<file path="config.mk">
export PLATFORM = sky130hd
export DESIGN_NAME = gpb_ctrl_top
export DESIGN_NICKNAME = d
export VERILOG_FILES = /design/src/rtl/gpb_pkg.sv /design/src/rtl/gpb_pin_drive.sv /design/src/rtl/gpb_port_bank.sv /design/src/rtl/gpb_ctrl_top.sv
export SDC_FILE = /design/constraint.sdc
export NUM_CORES = 1
export LEC_CHECK = 0
export ABC_AREA = 1
export BUFFER_PORTS_ARGS = -buffer_cell sky130_fd_sc_hd__buf_2
export CAP_MARGIN = 5
export CORE_UTILIZATION = 58
export DETAILED_ROUTE_END_ITERATION = 7
export PLACE_DENSITY = 0.91
export SYNTH_ARGS = -nofsm -noshare
export SYNTH_HDL_FRONTEND = slang
export SYNTH_SLANG_ARGS = --single-unit
</file>
<file path="constraint.sdc">
create_clock -name clk -period 7.62 [get_ports clk]
set_clock_uncertainty 0.15 [all_clocks]
set_input_delay 0.381 -clock clk [delete_from_list [all_inputs] [get_ports clk]]
set_output_delay 0.381 -clock clk [all_outputs]
set_load 0.005 [all_outputs]
</file>
<file path="src/rtl/gpb_pkg.sv">
// Shared definitions for the GPIO bank controller.
// Assumes byte addressing with 32-bit word registers.
package gpb_pkg;
    localparam int PORT_PINS    = 8;
    localparam int MAX_PORTS    = 7;
    localparam int STRIDE_BYTES = 48;

    localparam logic [5:0] OFS_CTRL  = 6'h00;
    localparam logic [5:0] OFS_LEVEL = 6'h04;
    localparam logic [5:0] OFS_DOUT  = 6'h08;
    localparam logic [5:0] OFS_MODE  = 6'h0C;
    localparam logic [5:0] OFS_PUDIS = 6'h10;

    typedef enum logic [1:0] {
        DRV_INPUT       = 2'd0,
        DRV_PUSHPULL    = 2'd1,
        DRV_SINK_ONLY   = 2'd2,
        DRV_SOURCE_ONLY = 2'd3
    } drv_mode_e;
endpackage

</file>
<file path="src/rtl/gpb_pin_drive.sv">
// Per-pin pad control: turns a drive mode, data bit and pull-up disable
// bit into output value, output enable and pad drive enables.
// Assumes the mode and data come straight from registered state.
module gpb_pin_drive
    import gpb_pkg::*;
(
    input  logic      clk,
    input  logic      rst_n,
    input  drv_mode_e mode,
    input  logic      dout,
    input  logic      pu_dis,
    output logic      out,
    output logic      oe,
    output logic      drv_hi,
    output logic      drv_lo,
    output logic      pu_en
);
    // Decode mode and data into output value and enable.
    always_comb begin
        out = 1'b0;
        oe  = 1'b0;
        case (mode)
            DRV_PUSHPULL: begin
                out = dout;
                oe  = 1'b1;
            end
            DRV_SINK_ONLY: begin
                out = 1'b0;
                oe  = ~dout;
            end
            DRV_SOURCE_ONLY: begin
                out = 1'b1;
                oe  = dout;
            end
            default: begin
                out = 1'b0;
                oe  = 1'b0;
            end
        endcase
    end

    assign drv_hi = oe & out;
    assign drv_lo = oe & ~out;
    assign pu_en  = ~pu_dis;

    p_excl_r12: assert property (@(posedge clk) disable iff (!rst_n)
        !(drv_hi && drv_lo));
    p_in_off_r4: assert property (@(posedge clk) disable iff (!rst_n)
        (mode == DRV_INPUT) |-> (!drv_hi && !drv_lo));
    p_sink_no_hi_r6: assert property (@(posedge clk) disable iff (!rst_n)
        (mode == DRV_SINK_ONLY) |-> !drv_hi);
    p_src_no_lo_r7: assert property (@(posedge clk) disable iff (!rst_n)
        (mode == DRV_SOURCE_ONLY) |-> !drv_lo);
endmodule

</file>
<file path="src/rtl/gpb_port_bank.sv">
// One 8-pin port: data-out, mode and pull-up disable registers, a two-flop
// input synchronizer and eight pin drivers. The caller decodes the port
// index; this module sees only the in-window offset and a write strobe.
module gpb_port_bank
    import gpb_pkg::*;
(
    input  logic                 clk,
    input  logic                 rst_n,
    input  logic                 wr_en,
    input  logic [5:0]           ofs,
    input  logic [31:0]          wdata,
    input  logic [PORT_PINS-1:0] pin_in,
    output logic [31:0]          rd_data,
    output logic [PORT_PINS-1:0] pin_out,
    output logic [PORT_PINS-1:0] pin_oe,
    output logic [PORT_PINS-1:0] pin_pu_en,
    output logic [PORT_PINS-1:0] drv_hi,
    output logic [PORT_PINS-1:0] drv_lo
);
    localparam int MODE_W = 2 * PORT_PINS;

    logic [PORT_PINS-1:0] dout_q;
    logic [MODE_W-1:0]    mode_q;
    logic [PORT_PINS-1:0] pudis_q;
    logic [PORT_PINS-1:0] sync1_q;
    logic [PORT_PINS-1:0] lvl_q;
    logic [1:0]           warm_q;

    // Configuration registers, written by offset.
    always_ff @(posedge clk) begin
        if (!rst_n) begin
            dout_q  <= '0;
            mode_q  <= '0;
            pudis_q <= '0;
        end else if (wr_en) begin
            case (ofs)
                OFS_DOUT:  dout_q  <= wdata[PORT_PINS-1:0];
                OFS_MODE:  mode_q  <= wdata[MODE_W-1:0];
                OFS_PUDIS: pudis_q <= wdata[PORT_PINS-1:0];
                default: ;
            endcase
        end
    end

    // Two-stage synchronizer for the incoming pin levels.
    always_ff @(posedge clk) begin
        if (!rst_n) begin
            sync1_q <= '0;
            lvl_q   <= '0;
        end else begin
            sync1_q <= pin_in;
            lvl_q   <= sync1_q;
        end
    end

    // Cycles since reset, saturating; qualifies the latency check.
    always_ff @(posedge clk) begin
        if (!rst_n)               warm_q <= 2'd0;
        else if (warm_q != 2'd2)  warm_q <= warm_q + 2'd1;
    end

    // Read-back mux; unknown offsets return zero.
    always_comb begin
        case (ofs)
            OFS_LEVEL: rd_data = {{(32-PORT_PINS){1'b0}}, lvl_q};
            OFS_DOUT:  rd_data = {{(32-PORT_PINS){1'b0}}, dout_q};
            OFS_MODE:  rd_data = {{(32-MODE_W){1'b0}}, mode_q};
            OFS_PUDIS: rd_data = {{(32-PORT_PINS){1'b0}}, pudis_q};
            default:   rd_data = 32'd0;
        endcase
    end

    for (genvar g = 0; g < PORT_PINS; g++) begin : g_pin
        gpb_pin_drive u_pin (
            .clk    (clk),
            .rst_n  (rst_n),
            .mode   (drv_mode_e'(mode_q[2*g +: 2])),
            .dout   (dout_q[g]),
            .pu_dis (pudis_q[g]),
            .out    (pin_out[g]),
            .oe     (pin_oe[g]),
            .drv_hi (drv_hi[g]),
            .drv_lo (drv_lo[g]),
            .pu_en  (pin_pu_en[g])
        );
    end

    p_dout_wr_r3: assert property (@(posedge clk) disable iff (!rst_n)
        (wr_en && ofs == OFS_DOUT) |=> (dout_q == $past(wdata[PORT_PINS-1:0])));
    p_sync_lat_r9: assert property (@(posedge clk) disable iff (!rst_n)
        (warm_q == 2'd2) |-> (lvl_q == $past(pin_in, 2)));
    p_cfg_hold_r10: assert property (@(posedge clk) disable iff (!rst_n)
        (!wr_en) |=> ($stable(dout_q) && $stable(mode_q) && $stable(pudis_q)));
endmodule

</file>
<file path="src/rtl/gpb_ctrl_top.sv">
// GPIO bank controller top: decodes the byte address into a port index
// and in-window offset, holds the global control word and replicates the
// port banks. Assumes NUM_PORTS in 1..7 and ADDR_W wide enough for them.
module gpb_ctrl_top
    import gpb_pkg::*;
#(
    parameter int         NUM_PORTS  = 3,
    parameter int         ADDR_W     = 12,
    parameter logic [6:0] VERSION_ID = 7'h0B
) (
    input  logic                           clk,
    input  logic                           rst_n,
    input  logic                           bus_sel,
    input  logic                           bus_wr,
    input  logic [ADDR_W-1:0]              bus_addr,
    input  logic [31:0]                    bus_wdata,
    output logic [31:0]                    bus_rdata,
    input  logic [NUM_PORTS*PORT_PINS-1:0] pin_in,
    output logic [NUM_PORTS*PORT_PINS-1:0] pin_out,
    output logic [NUM_PORTS*PORT_PINS-1:0] pin_oe,
    output logic [NUM_PORTS*PORT_PINS-1:0] pin_pu_en,
    output logic [NUM_PORTS*PORT_PINS-1:0] pad_drv_hi,
    output logic [NUM_PORTS*PORT_PINS-1:0] pad_drv_lo,
    output logic                           ctrl_sync_sel,
    output logic                           ctrl_clk_req
);
    localparam logic [ADDR_W-1:0] STRIDE_A = ADDR_W'(STRIDE_BYTES);
    localparam logic [ADDR_W-1:0] NPORTS_A = ADDR_W'(NUM_PORTS);

    logic [ADDR_W-1:0]    port_idx;
    logic [5:0]           ofs;
    logic                 is_global;
    logic                 ctrl_wr;
    logic [1:0]           ctrl_q;
    logic [NUM_PORTS-1:0] port_wr;
    logic [31:0]          bank_rd [NUM_PORTS];
    logic [31:0]          rd_mux;

    assign port_idx  = bus_addr / STRIDE_A;
    assign ofs       = 6'(bus_addr % STRIDE_A);
    assign is_global = (port_idx == '0) && (ofs == OFS_CTRL);
    assign ctrl_wr   = bus_sel && bus_wr && is_global;

    // Global enable bits; the rest of the word is read-only.
    always_ff @(posedge clk) begin
        if (!rst_n) ctrl_q <= 2'b00;
        else if (ctrl_wr) ctrl_q <= bus_wdata[1:0];
    end

    assign ctrl_clk_req  = ctrl_q[0];
    assign ctrl_sync_sel = ctrl_q[1];

    for (genvar p = 0; p < NUM_PORTS; p++) begin : g_port
        assign port_wr[p] = bus_sel && bus_wr && (port_idx == ADDR_W'(p));

        gpb_port_bank u_bank (
            .clk       (clk),
            .rst_n     (rst_n),
            .wr_en     (port_wr[p]),
            .ofs       (ofs),
            .wdata     (bus_wdata),
            .pin_in    (pin_in[p*PORT_PINS +: PORT_PINS]),
            .rd_data   (bank_rd[p]),
            .pin_out   (pin_out[p*PORT_PINS +: PORT_PINS]),
            .pin_oe    (pin_oe[p*PORT_PINS +: PORT_PINS]),
            .pin_pu_en (pin_pu_en[p*PORT_PINS +: PORT_PINS]),
            .drv_hi    (pad_drv_hi[p*PORT_PINS +: PORT_PINS]),
            .drv_lo    (pad_drv_lo[p*PORT_PINS +: PORT_PINS])
        );
    end

    // Read selection: global word, the addressed bank, or zero.
    always_comb begin
        rd_mux = 32'd0;
        if (is_global) begin
            rd_mux = {16'd0, 7'(NUM_PORTS), VERSION_ID, ctrl_q};
        end else if (port_idx < NPORTS_A) begin
            for (int p = 0; p < NUM_PORTS; p++) begin
                if (port_idx == ADDR_W'(p)) rd_mux = bank_rd[p];
            end
        end
    end

    assign bus_rdata = (bus_sel && !bus_wr) ? rd_mux : 32'd0;

    p_one_port_r11: assert property (@(posedge clk) disable iff (!rst_n)
        $onehot0(port_wr));
    p_ctrl_hold_r2: assert property (@(posedge clk) disable iff (!rst_n)
        !ctrl_wr |=> $stable(ctrl_q));
    p_ctrl_wr_r2: assert property (@(posedge clk) disable iff (!rst_n)
        ctrl_wr |=> (ctrl_clk_req == $past(bus_wdata[0])));
endmodule

</file>
# Yosys cells after proc, flatten, opt, wreduce, memory -nomap -nowiden
# Index checks and enable logic that the tools add are counted.
[classes]
n_div = 2
n_lt_le_gt_ge = 1
n_eq_ne = 78
mux = 57
bitwise = 120
reduce_logical = 19
[ops]
columns = ["operator", "n"]
rows = [
  ["$mux W32", 6],
  ["$pmux W16 S4", 3],
  ["$eq A2 B2 Y1 const B", 48],
  ["$not A1 Y1", 72],
  ["$pmux W1 S3", 24],
  ["$and A1 B1 Y1", 48],
  ["$eq A2 B1 Y1 const B", 24],
  ["$pmux W1 S2", 24],
  ["$reduce_and A2 Y1", 9],
  ["$div A12 B6 Y12 const B", 1],
  ["$eq A12 B1 Y1 const B", 1],
  ["$eq A12 B2 Y1 const B", 1],
  ["$eq A6 B4 Y1 const B", 2],
  ["$logic_not A12 Y1", 1],
  ["$lt A12 B2 Y1 const B", 1],
  ["$mod A12 B6 Y12 const B", 1],
  ["$logic_and A1 B1 Y1", 7],
  ["$eq A6 B3 Y1 const B", 1],
  ["$eq A6 B5 Y1 const B", 1],
  ["$logic_not A6 Y1", 1],
  ["$logic_not A1 Y1", 1],
]
[totals]
regBits = 146
input_bits = 72
out_inout_bits = 154
word_cells = 293

# Depth between registers and ports, before layout
# Gate-level depths: netlist of the first run.
[logic_depth]
ltp_word = 9
depth_mapped = 27
depth_no_buf = 26

# Hierarchy
# From an unflattened synthesis of the first run, not the netlist that was laid out.
[hier_totals]
hier_cells = 1638
area_unflattened_um2 = 9922.0
[modules_own_cells]
columns = ["mod", "instances", "cells_each", "area_per_inst_um2", "seq_area_each_um2"]
rows = [
  ["gpb_port_bank", 3, 338, 2356.0, 960.9],
  ["gpb_pin_drive", 24, 14, 61.3, 0.0],
  ["gpb_ctrl_top", 1, 288, 1382.6, 40.0],
]

# Least setup slack after synthesis of the first run
# OpenSTA, ideal clock, no wires.
[synth_path]
path_kind = "in2out"
startpoint = "input bus_addr[10]"
endpoint = "output bus_rdata[14]"
t_arrival_ps = 2441
required_ps = 7089
path_slack_ps = 4648
path_stages = 21
cell_sequence = "inv_1 -> nand2_1 -> nand2_1 -> nand2_2 -> o21ai_4 -> nand3_2 -> nand2_1 -> inv_2 -> o21ai_2 -> nand2_2 -> nand2_2 -> inv_1 -> nor2_1 -> o21bai_2 -> nand2_4 -> nand2_2 -> inv_4 -> nand2_8 -> inv_4 -> nand3_1 -> a211oi_1"
[synth_between]
elab_chain_cells = 9
word_cells_on_any_way = 21
[synth_rtl]
columns = ["element", "line_no", "text"]
rows = [
  ["start, declared", "gpb_ctrl_top.sv:15", "input logic [ADDR_W-1:0] bus_addr,"],
  ["$mod A12 B6 Y12", "gpb_ctrl_top.sv:40", "assign ofs = 6'(bus_addr % STRIDE_A);"],
  ["$eq A6 B5 Y1 (tied with other cells)", "gpb_port_bank.sv:64", "case (ofs)"],
  ["$pmux W16 S4", "gpb_port_bank.sv:64", ""],
  ["$mux W32 (3 in series)", "gpb_ctrl_top.sv:79", "if (port_idx == ADDR_W'(p)) rd_mux = bank_rd[p];"],
  ["$mux W32", "gpb_ctrl_top.sv:77", "end else if (port_idx < NPORTS_A) begin"],
  ["$mux W32 (*)", "gpb_ctrl_top.sv:75", "if (is_global) begin"],
  ["$mux W32 (*)", "gpb_ctrl_top.sv:84", "assign bus_rdata = (bus_sel && !bus_wr) ? rd_mux : 32'd0;"],
  ["end, declared", "gpb_ctrl_top.sv:17", "output logic [31:0] bus_rdata,"],
]
# Mark *: on every way between the ends. The rest lies on a longest branch, timed or not.

# Worst setup path after layout of the first run
[layout_path]
startpoint = "input bus_addr[11]"
endpoint = "output bus_rdata[4]"
# The elaborated chain is that of the path after synthesis.

==> results of run 1 <==
area by class of cell:
| type | instances | area [sq um] |
|---|---|---|
| Tap cell | 180 | 225 |
| Sequential cell | 146 | 2920 |
| Fill cell | 1262 | 4710 |
| Inverter | 206 | 786 |
| Clock buffer | 20 | 457 |
| Multi-Input combinational cell | 720 | 3580 |
| Timing Repair Buffer | 221 | 1240 |
| Clock inverter | 12 | 179 |
worst max path at each step:
| stage | startpoint | endpoint | slack [ns] | cells past startpoint |
|---|---|---|---|---|
| after floorplan | bus_addr[10] | bus_rdata[14] | 4.65 | 21 |
| after global placement | bus_addr[10] | bus_rdata[4] | 3.35 | 23 |
| after detailed placement | bus_addr[11] | bus_rdata[4] | 3.28 | 26 |
| after CTS | bus_addr[11] | bus_rdata[4] | 3.27 | 26 |
| after global routing | bus_addr[11] | bus_rdata[4] | 2.84 | 25 |
| final | bus_addr[11] | bus_rdata[4] | 3.13 | 26 |
kinds of logic after synthesis:
kind of cell    share of synthesized area
compound gates                      0.169
buf+inv                             0.241
simple gates                        0.245
other cells                      0.000442
flops                               0.344
through the flow:
step                area [sq um]  cells  hold slack [ns]
floorplan                   8550   1262            0.236
global placement            8510   1449            0.248
detailed placement          8510   1449            0.248
CTS                         9390   1505           0.0781
global route                9390   1505           0.0955
finish                      9390   1505           0.0935
flip-flops by register name, summed over array words and instances (netlist names):
register,flops
g_port.u_bank.mode_q,48
g_port.u_bank.dout_q,24
g_port.u_bank.lvl_q,24
g_port.u_bank.pudis_q,24
g_port.u_bank.sync1_q,24
ctrl_q,2
timing repair:
| item | in CTS | in global routing |
|---|---|---|
| setup endpoints to repair | 0 | 0 |
| hold buffers | 24 | 0 |
| resized for setup | 0 | 0 |
| hold endpoints to repair | 24 | 0 |
worst min-delay path: stages:
cell and delay (ns):
buf_2 0.11, nor2_1 0.05, nor2_1 0.09
power by group through the flow:
stage	Combinational [mW]	Sequential [mW]	Clock [mW]
after global placement	0.182	0.795	0
after floorplan	0.143	0.794	0
after global routing	0.222	0.779	0.927
after detailed placement	0.188	0.795	0
final	0.203	0.778	0.891
after CTS	0.198	0.779	0.895
metal layers:
metal	track usage	part of all wire
met3	0.0863	0.12
met4	0.188	0.050
met1	0.394	0.39
met5	0	0
met2	0.503	0.44
cell usage in the layout, fill, tap and decap left out, types with 2 or more instances in the layout:
cell | synthesis | routed
inv_1 | 193 | 193
buf_2 | 13 | 192
nand2_1 | 150 | 150
dfxtp_1 | 146 | 146
a21oi_1 | 132 | 132
nor2_1 | 120 | 120
o21ai_0 | 74 | 74
nand4_1 | 62 | 62
nand3_1 | 50 | 50
o21ai_1 | 29 | 29
dlygate4sd3_1 | 0 | 24
nor3_1 | 17 | 17
clkbuf_16 | 0 | 17
conb_1 | 1 | 16
nand2_2 | 15 | 15
o31ai_1 | 12 | 12
inv_2 | 9 | 9
nand2_4 | 5 | 5
buf_4 | 138 | 5
o311ai_0 | 4 | 4
bufinv_16 | 0 | 4
nor3b_1 | 3 | 3
or2_2 | 3 | 3
nand3_2 | 3 | 3
inv_4 | 3 | 3
o22ai_1 | 3 | 3
nor2_4 | 3 | 3
a21oi_2 | 3 | 3
clkinvlp_4 | 0 | 3
o21bai_2 | 2 | 2
inv_6 | 1 | 2
o221ai_1 | 2 | 2
nand3b_1 | 2 | 2
nor2_8 | 2 | 2
clkbuf_8 | 0 | 2
clkinv_4 | 0 | 2
clkinv_2 | 0 | 2
==> impl_metrics.ini, run 1 <==
[run_status]
outcome = finished, final reports clean

[clocking]
cts_sinks = 146
cts-root-buf = clkbuf_16
h-tree-depth = 4
cts_tree = built
post-cts-setup-buffers = 0
clockBufferDepth = 2
clkSlewWorstSetupHoldPaths_ns = 0.06
cts_buffers = 17
clk_latency_ns = 0.42

[global_routing]
grt_max_degree = 78
antenna_found_initial = 0
groute.usage.overall = 0.320
grt-ovfl-total = 0
grt_pass1_wl_um = 36300
grt_pass1_vias = 7258

[critical_path]
critPathRequiredTime_ns = 7.09
path_buf_inv = 6
crit_family = simple AND/OR/NAND/NOR gates
crit_type = primary input to output pin
cp-start-kind = primary input
cp_max_fo = 45
crit_arrival_ns = 3.96
r2r_start = g_port[1].u_bank.dout_q[0]$_SDFFE_PN0P_
slowest_stage = nor2_1
critPathMostFrequentCell = nand2_1
endpoint_kind = output pin
ff2ff_setup_slack_ns = 6.64
r2r-end = g_port[1].u_bank.dout_q[0]$_SDFFE_PN0P_
reg2reg_depth = 2
cpPeakStageDelay_ns = 0.68

[power_and_ir_drop]
vdd_drop_max_mv = 0.171
power_frac_comb = 0.109
p_switching_uw = 472
powerDensity_nw_per_um2 = 199
p_total_mw = 1.87
p_int_mw = 1.40
p_clk_frac = 0.476
seq_power_share = 0.416
p_leak_nw = 4.65
sw_frac_of_total = 0.252

[routing]
wl_per_cell_um = 16.0
dr.first_iter.drc_count = 801
wirelength_um = 24100
ant_nets = 0
drt-pass1-iter-count = 5
via_per_inst = 5.52
num_vias = 8307
drcViolationCount = 0

[timing]
hold_viol_final = 0
fin_ws_ns = 3.13
rsz0062_at_grt = no
setup_viol_count_final = 0
period_share = 0.590
slew_viol_final = 0
worst_slew_margin_rel = 0.472
fin_crit_ns = 4.49
clock.fmax_mhz = 223
setup_tns_ns = 0
max_slew.worst_pin.slew_ns = 0.789

[final_layout]
areaGrowthSynthToFinish_pct = 10.6
final_layout_size_suffix_gt1_frac = 0.213
diodes = 0
fin_nets = 1384
fin_util = 0.666

[synth]
synth_top_area_cell = dfxtp_1
yosysMostFrequentCell = inv_1
syn_inst = 1247
yosysWarnings = 0
ys_ff_latch = 146
synth_edf_count = 0
yosys-top-cells-area = dfxtp_1 34%, buf_4 12%, inv_1 8.5%, a21oi_1 7.8%, nand2_1 6.6%
yosysTopAreaCellShare = 0.344
synth_cell_type_count = 41
syn_avg_cell_area_sq_um = 6.81
dominantRegCellSynth = dfxtp_1
netlist_area_sq_um = 8490
async_reset_ff_frac = 0
yosysSeqAreaShare = 0.344
synth_common_cells = 193 x inv_1, 150 x nand2_1, 146 x dfxtp_1

[flow_run]
drv_cap = 0

[placement]
routabilityCongestion = 0.911
hpwlAfterDp_um = 17200
pre_cts_ws_ns = 3.28
io_buffers = 193

[hold_path]
hp-start = bus_wdata[15]
hold_depth = 3
whs_endpoint = g_port[1].u_bank.mode_q[15]$_SDFFE_PN0P_
hold_path.class = primary input to register

[floorplanning]
initial_core_util = 0.602
die_h_um = 123
die_x_um = 123
io_pins = 226
die_area_sq_um = 15100
rows = 43
core-area_sq_um = 14100
No activity file was read; power rests on OpenSTA's default activity.
==> inputs of run 2 (changes only) <==
--- a/config.mk
+++ b/config.mk
@@ -8,9 +8,9 @@
 export ABC_AREA = 1
 export BUFFER_PORTS_ARGS = -buffer_cell sky130_fd_sc_hd__buf_2
 export CAP_MARGIN = 5
-export CORE_UTILIZATION = 58
+export CORE_UTILIZATION = 54
 export DETAILED_ROUTE_END_ITERATION = 7
-export PLACE_DENSITY = 0.91
+export PLACE_DENSITY = 0.86
 export SYNTH_ARGS = -nofsm -noshare
 export SYNTH_HDL_FRONTEND = slang
 export SYNTH_SLANG_ARGS = --single-unit
==> constraint.sdc (replaced) <==
create_clock -name clk -period 4.2 [get_ports clk]
set_clock_uncertainty 0.15 [all_clocks]
set_input_delay 0.21 -clock clk [delete_from_list [all_inputs] [get_ports clk]]
set_output_delay 0.21 -clock clk [all_outputs]
set_load 0.005 [all_outputs]
==> run 2 against run 1 <==
Compared with the run above:
- sequential share of layout area fell by 0.60 points
- power grew 86%
- first-iteration DRC count up 12%
- critical path type unchanged
- largest power group unchanged
- highest routed layer unchanged
==> impl_metrics.ini, run 2 (same netlist as run 1, synthesis figures left out) <==
[clocking]
cts-root-buf = clkbuf_16
post-cts-setup-buffers = 0
clkSlewWorstSetupHoldPaths_ns = 0.05
cts_buffers = 17
clockBufferDepth = 2
clk_latency_ns = 0.42
cts_sinks = 146
h-tree-depth = 4
cts_tree = built

[floorplanning]
die_x_um = 127
die_area_sq_um = 16200
core-area_sq_um = 15300
die_h_um = 127
rows = 45
initial_core_util = 0.556
io_pins = 226

[final_layout]
fillers = 1403
fin_nets = 1396
finalNonFillerCells = 1548
regMostFlops = g_port.u_bank.mode_q
final_layout_size_suffix_gt1_frac = 0.215
areaGrowthSynthToFinish_pct = 12.8
finalInstanceArea_sq_um = 9570
diodes = 0
final_common_cell = inv_1
largest_reg_flops = 48
final_cell_mix = 193 x inv_1, 192 x buf_2, 150 x nand2_1

[timing]
rsz0062_at_grt = no
hold_viol_final = 0
holdWs_ns = 0.0498
setup_tns_ns = 0
clock.fmax_mhz = 273
period_share = 0.872
max_slew.worst_pin.slew_ns = 0.873
slew_viol_final = 0
setup_viol_count_final = 0
fin_crit_ns = 3.66
worst_slew_margin_rel = 0.418

[routing]
ant_nets = 0
drcViolationCount = 0
dr.first_iter.drc_count = 898
wl_per_cell_um = 15.5
wirelength_um = 24000
drt-pass1-iter-count = 5
via_per_inst = 5.29
num_vias = 8190

[global_routing]
grt_pass1_vias = 7228
antenna_found_initial = 0
grt_pass1_wl_um = 37000
grt-ovfl-total = 0
groute.usage.overall = 0.298
grt_max_degree = 100

[power_and_ir_drop]
vdd_drop_max_mv = 0.327
p_clk_frac = 0.484
seq_power_share = 0.406
p_switching_uw = 853
powerDensity_nw_per_um2 = 364
p_leak_nw = 4.72
power_frac_comb = 0.110
p_int_mw = 2.63
p_total_mw = 3.48
sw_frac_of_total = 0.245

[flow_run]
drv_cap = 0

[hold_path]
hold_path.class = primary input to register

[critical_path]
critPathRequiredTime_ns = 3.84
endpoint_kind = output pin
cp_max_fo = 27
crit_type = primary input to output pin
crit_arrival_ns = 3.30
cp-start-kind = primary input

[placement]
hpwlAfterDp_um = 17500
routabilityCongestion = 0.955
postPlaceCellArea_sq_um = 8580
io_buffers = 193
dp.cells = 1484

[run_status]
outcome = finished, final reports clean
run 2: changes by cell type in the layout (fill, tap and decap cells not counted):
| cell | delta |
|---|---|
| inv_6 | -1 |
| clkbuf_1 | -1 |
| dlygate4sd3_1 | +8 |
| clkinv_4 | +1 |
| clkbuf_8 | +1 |
| buf_4 | +4 |
| clkinv_2 | -1 |
| bufinv_16 | +1 |
run 2: area by class of cell:
| type | instances | area (sq um) | share of cell area |
|---|---|---|---|
| Multi-Input combinational cell | 720 | 3580 | 0.374 |
| Sequential cell | 146 | 2920 | 0.305 |
| Timing Repair Buffer | 233 | 1350 | 0.141 |
| Inverter | 206 | 786 | 0.0821 |
| Clock buffer | 20 | 467 | 0.0488 |
| Tap cell | 211 | 264 | 0.0276 |
| Clock inverter | 12 | 204 | 0.0213 |
run 2: final timing paths:
path              depth (start not counted)  slack [ns]                                        to                               startpoint
setup / recovery                         25        0.54                              bus_rdata[7]                             bus_addr[10]
hold / removal                            3        0.05  g_port[2].u_bank.pudis_q[0]$_SDFFE_PN0P_                             bus_wdata[0]
setup reg to reg                          2        3.21   g_port[1].u_bank.dout_q[0]$_SDFFE_PN0P_  g_port[1].u_bank.dout_q[0]$_SDFFE_PN0P_
hold reg to reg                           2        0.26      g_port[1].u_bank.lvl_q[1]$_SDFF_PN0_   g_port[1].u_bank.sync1_q[1]$_SDFF_PN0_
run 2: power groups by stage:
stage               clock, mW  sequential, mW  combinational, mW
floorplan                   0            1.44              0.260
global placement            0            1.44              0.343
detailed placement          0            1.44              0.349
CTS                      1.70            1.41              0.373
global route             1.76            1.42              0.417
finish                   1.69            1.41              0.382
run 2: worst max-delay path: stages:
cell,delay (ns)
buf_2,0.11
inv_1,0.06
nand2_1,0.06
nand2_1,0.07
nand2_2,0.08
o21ai_4,0.19
nand3_2,0.09
nand2_1,0.12
inv_2,0.06
o21ai_2,0.14
nand2_2,0.11
nand2_4,0.13
nand2_2,0.07
nand2_1,0.06
o21ai_1,0.07
nand2_2,0.25
nand2_2,0.11
inv_4,0.27
nand2_1,0.11
nand3_1,0.11
nand3_1,0.21
inv_1,0.15
o21ai_1,0.08
a21oi_1,0.19
buf_2,0.16
run 2: stage by stage:
stage,worst slack [ns],utilization
2_1_floorplan,1.57,-
3_3_place_gp,0.699,0.562
3_5_place_dp,0.611,0.562
4_1_cts,0.600,0.627
5_1_grt,0.209,0.627
6_report,0.536,0.627
run 2: repair_timing:
action                                 4_1_cts  5_1_grt
hold buffers                                32        0
gates resized for setup                      0        0
endpoints found under the hold margin       48        0
run 2: layer usage:
| layer | up-vias | share of wire | track usage |
|---|---|---|---|
| li1 | 4031 | - | - |
| met3 | 67 | 0.097 | 0.0641 |
| met2 | 458 | 0.46 | 0.487 |
| met1 | 3634 | 0.41 | 0.377 |
| met4 | 0 | 0.035 | 0.140 |
| met5 | - | 0 | 0 |
==> inputs of run 3 (changes only) <==
--- a/config.mk
+++ b/config.mk
@@ -8,9 +8,9 @@
 export ABC_AREA = 1
 export BUFFER_PORTS_ARGS = -buffer_cell sky130_fd_sc_hd__buf_2
 export CAP_MARGIN = 5
-export CORE_UTILIZATION = 54
+export CORE_UTILIZATION = 30
 export DETAILED_ROUTE_END_ITERATION = 7
-export PLACE_DENSITY = 0.86
+export PLACE_DENSITY = 0.54
 export SYNTH_ARGS = -nofsm -noshare
 export SYNTH_HDL_FRONTEND = slang
 export SYNTH_SLANG_ARGS = --single-unit
==> run 3 against run 2 <==
Compared with the run above:
- via count down 3.8%
- non-clock buffer count up 3
- cell area up 1.5%
- sequential share of layout area down 0.45 points
- sequential power about the same
- worst setup slack better by 0.048 ns
- wire length up 16%
- critical path depth down 2
- highest routed layer unchanged
==> impl_metrics.ini, run 3 (same netlist as run 1, synthesis figures left out) <==
[placement]
dp.cells = 1654
postPlaceCellArea_sq_um = 8810
hpwlAfterDp_um = 21000
io_buffers = 193
pre_cts_ws_ns = 0.596
routabilityCongestion = 0.903

[timing]
period_share = 0.861
clock.fmax_mhz = 277
hold_viol_final = 0
setup_viol_count_final = 0
slew_viol_final = 0
fin_ws_ns = 0.584
fin_crit_ns = 3.62
setup_tns_ns = 0
max_slew.worst_pin.slew_ns = 0.923
holdWs_ns = 0.0725
rsz0062_at_grt = no
worst_slew_margin_rel = 0.384

[power_and_ir_drop]
p_leak_nw = 4.70
powerDensity_nw_per_um2 = 342
vdd_drop_max_mv = 0.253
p_total_mw = 3.32

[hold_path]
hold_path.class = primary input to register
whs_endpoint = g_port[2].u_bank.mode_q[1]$_SDFFE_PN0P_
hp-start = bus_wdata[1]
hold_depth = 3

[routing]
drcViolationCount = 0
num_vias = 7881
ant_nets = 0
drt-pass1-iter-count = 5
via_per_inst = 4.59
dr.first_iter.drc_count = 549
wirelength_um = 27800
wl_per_cell_um = 16.2

[floorplanning]
die_area_sq_um = 29000
rows = 61
initial_core_util = 0.306
die_h_um = 170
io_pins = 226
core-area_sq_um = 27800
die_x_um = 170

[clocking]
cts_tree = built
post-cts-setup-buffers = 0
cts_buffers = 17
hold_buffers = 32
h-tree-depth = 4
cts_resized = 0
clockBufferDepth = 2
clkSlewWorstSetupHoldPaths_ns = 0.07
cts-root-buf = clkbuf_16
cts_sinks = 146
clk_latency_ns = 0.42

[global_routing]
grt_pass1_vias = 7233
groute.usage.overall = 0.192
antenna_found_initial = 0
grt_max_degree = 99
grt-ovfl-total = 0
grt_pass1_wl_um = 41600

[final_layout]
largest_reg_flops = 48
final_common_cell = inv_1
finalInstanceArea_sq_um = 9720
diodes = 0
fin_util = 0.350
fin_nets = 1399
multi_input_area_sq_um = 3580
fillers = 3108
areaGrowthSynthToFinish_pct = 14.4
regMostFlops = g_port.u_bank.mode_q
final_cell_mix = 193 x inv_1, 192 x buf_2, 150 x nand2_1
regArea_sq_um = 2920
finalNonFillerCells = 1718
final_layout_size_suffix_gt1_frac = 0.216

[critical_path]
worstPathCellList = buf_2 > inv_1 > nand2_1 > nand2_1 > nand2_2 > o21ai_4 > nand3_2 > nand2_1 > inv_2 > o21ai_2 > nand2_2 > nand2_4 > nand2_2 > nand2_1 > o21ai_1 > nand2_2 > nand2_2 > inv_4 > nand2_8 > inv_4 > nand3_1 > a211oi_1 > buf_2
cp-startpoint = bus_addr[10]
reg2reg_depth = 2
crit_type = primary input to output pin
slowest_stage = a211oi_1
r2r-end = g_port[1].u_bank.dout_q[0]$_SDFFE_PN0P_
crit_arrival_ns = 3.26
ff2ff_setup_slack_ns = 3.23
r2r_start = g_port[1].u_bank.dout_q[0]$_SDFFE_PN0P_
critPathRequiredTime_ns = 3.84
critPathMostFrequentCell = nand2_2
cp_max_fo = 15
cp-start-kind = primary input
endpoint_kind = output pin
cpPeakStageDelay_ns = 0.36

[flow_run]
drv_cap = 0

[run_status]
outcome = finished, final reports clean
[run 3: area by class of cell]
type                    count  area share
well taps                 378      0.0487
multi-input cells         720       0.369
flip-flops and latches    146       0.301
inverters                 206      0.0809
clock buffers              17      0.0438
clock inverters            15      0.0161
repair buffers            236       0.141
[run 3: metal layers]
layer | routed length [um] | global-route usage | vias up
met3 | 1990 | 0.0437 | 35
met2 | 12200 | 0.300 | 294
met1 | 12900 | 0.257 | 3508
li1 | - | - | 4044
met5 | 0 | 0 | -
met4 | 702 | 0.0674 | 0
[run 3: worst max-delay path by stage]
stage / to / slack [ns] / depth (start not counted)
floorplan: bus_rdata[14] / 1.57 / 21
global placement: bus_rdata[6] / 0.63 / 25
detailed placement: bus_rdata[0] / 0.60 / 26
CTS: bus_rdata[4] / 0.59 / 25
global route: bus_rdata[4] / 0.19 / 27
finish: bus_rdata[14] / 0.58 / 23
[run 3: power breakdown]
part | switching [mW] | internal [mW]
combinational | 0.275 | 0.128
clock | 0.705 | 0.799
sequential | 0.00817 | 1.41
[run 3: critical path, delay by kind of cell]
kind / cells / cell delay [ns]
AOI/OAI and AO/OA: 4 / 0.75
and+or+nand+nor: 13 / 1.52
buffers and inverters: 6 / 0.77
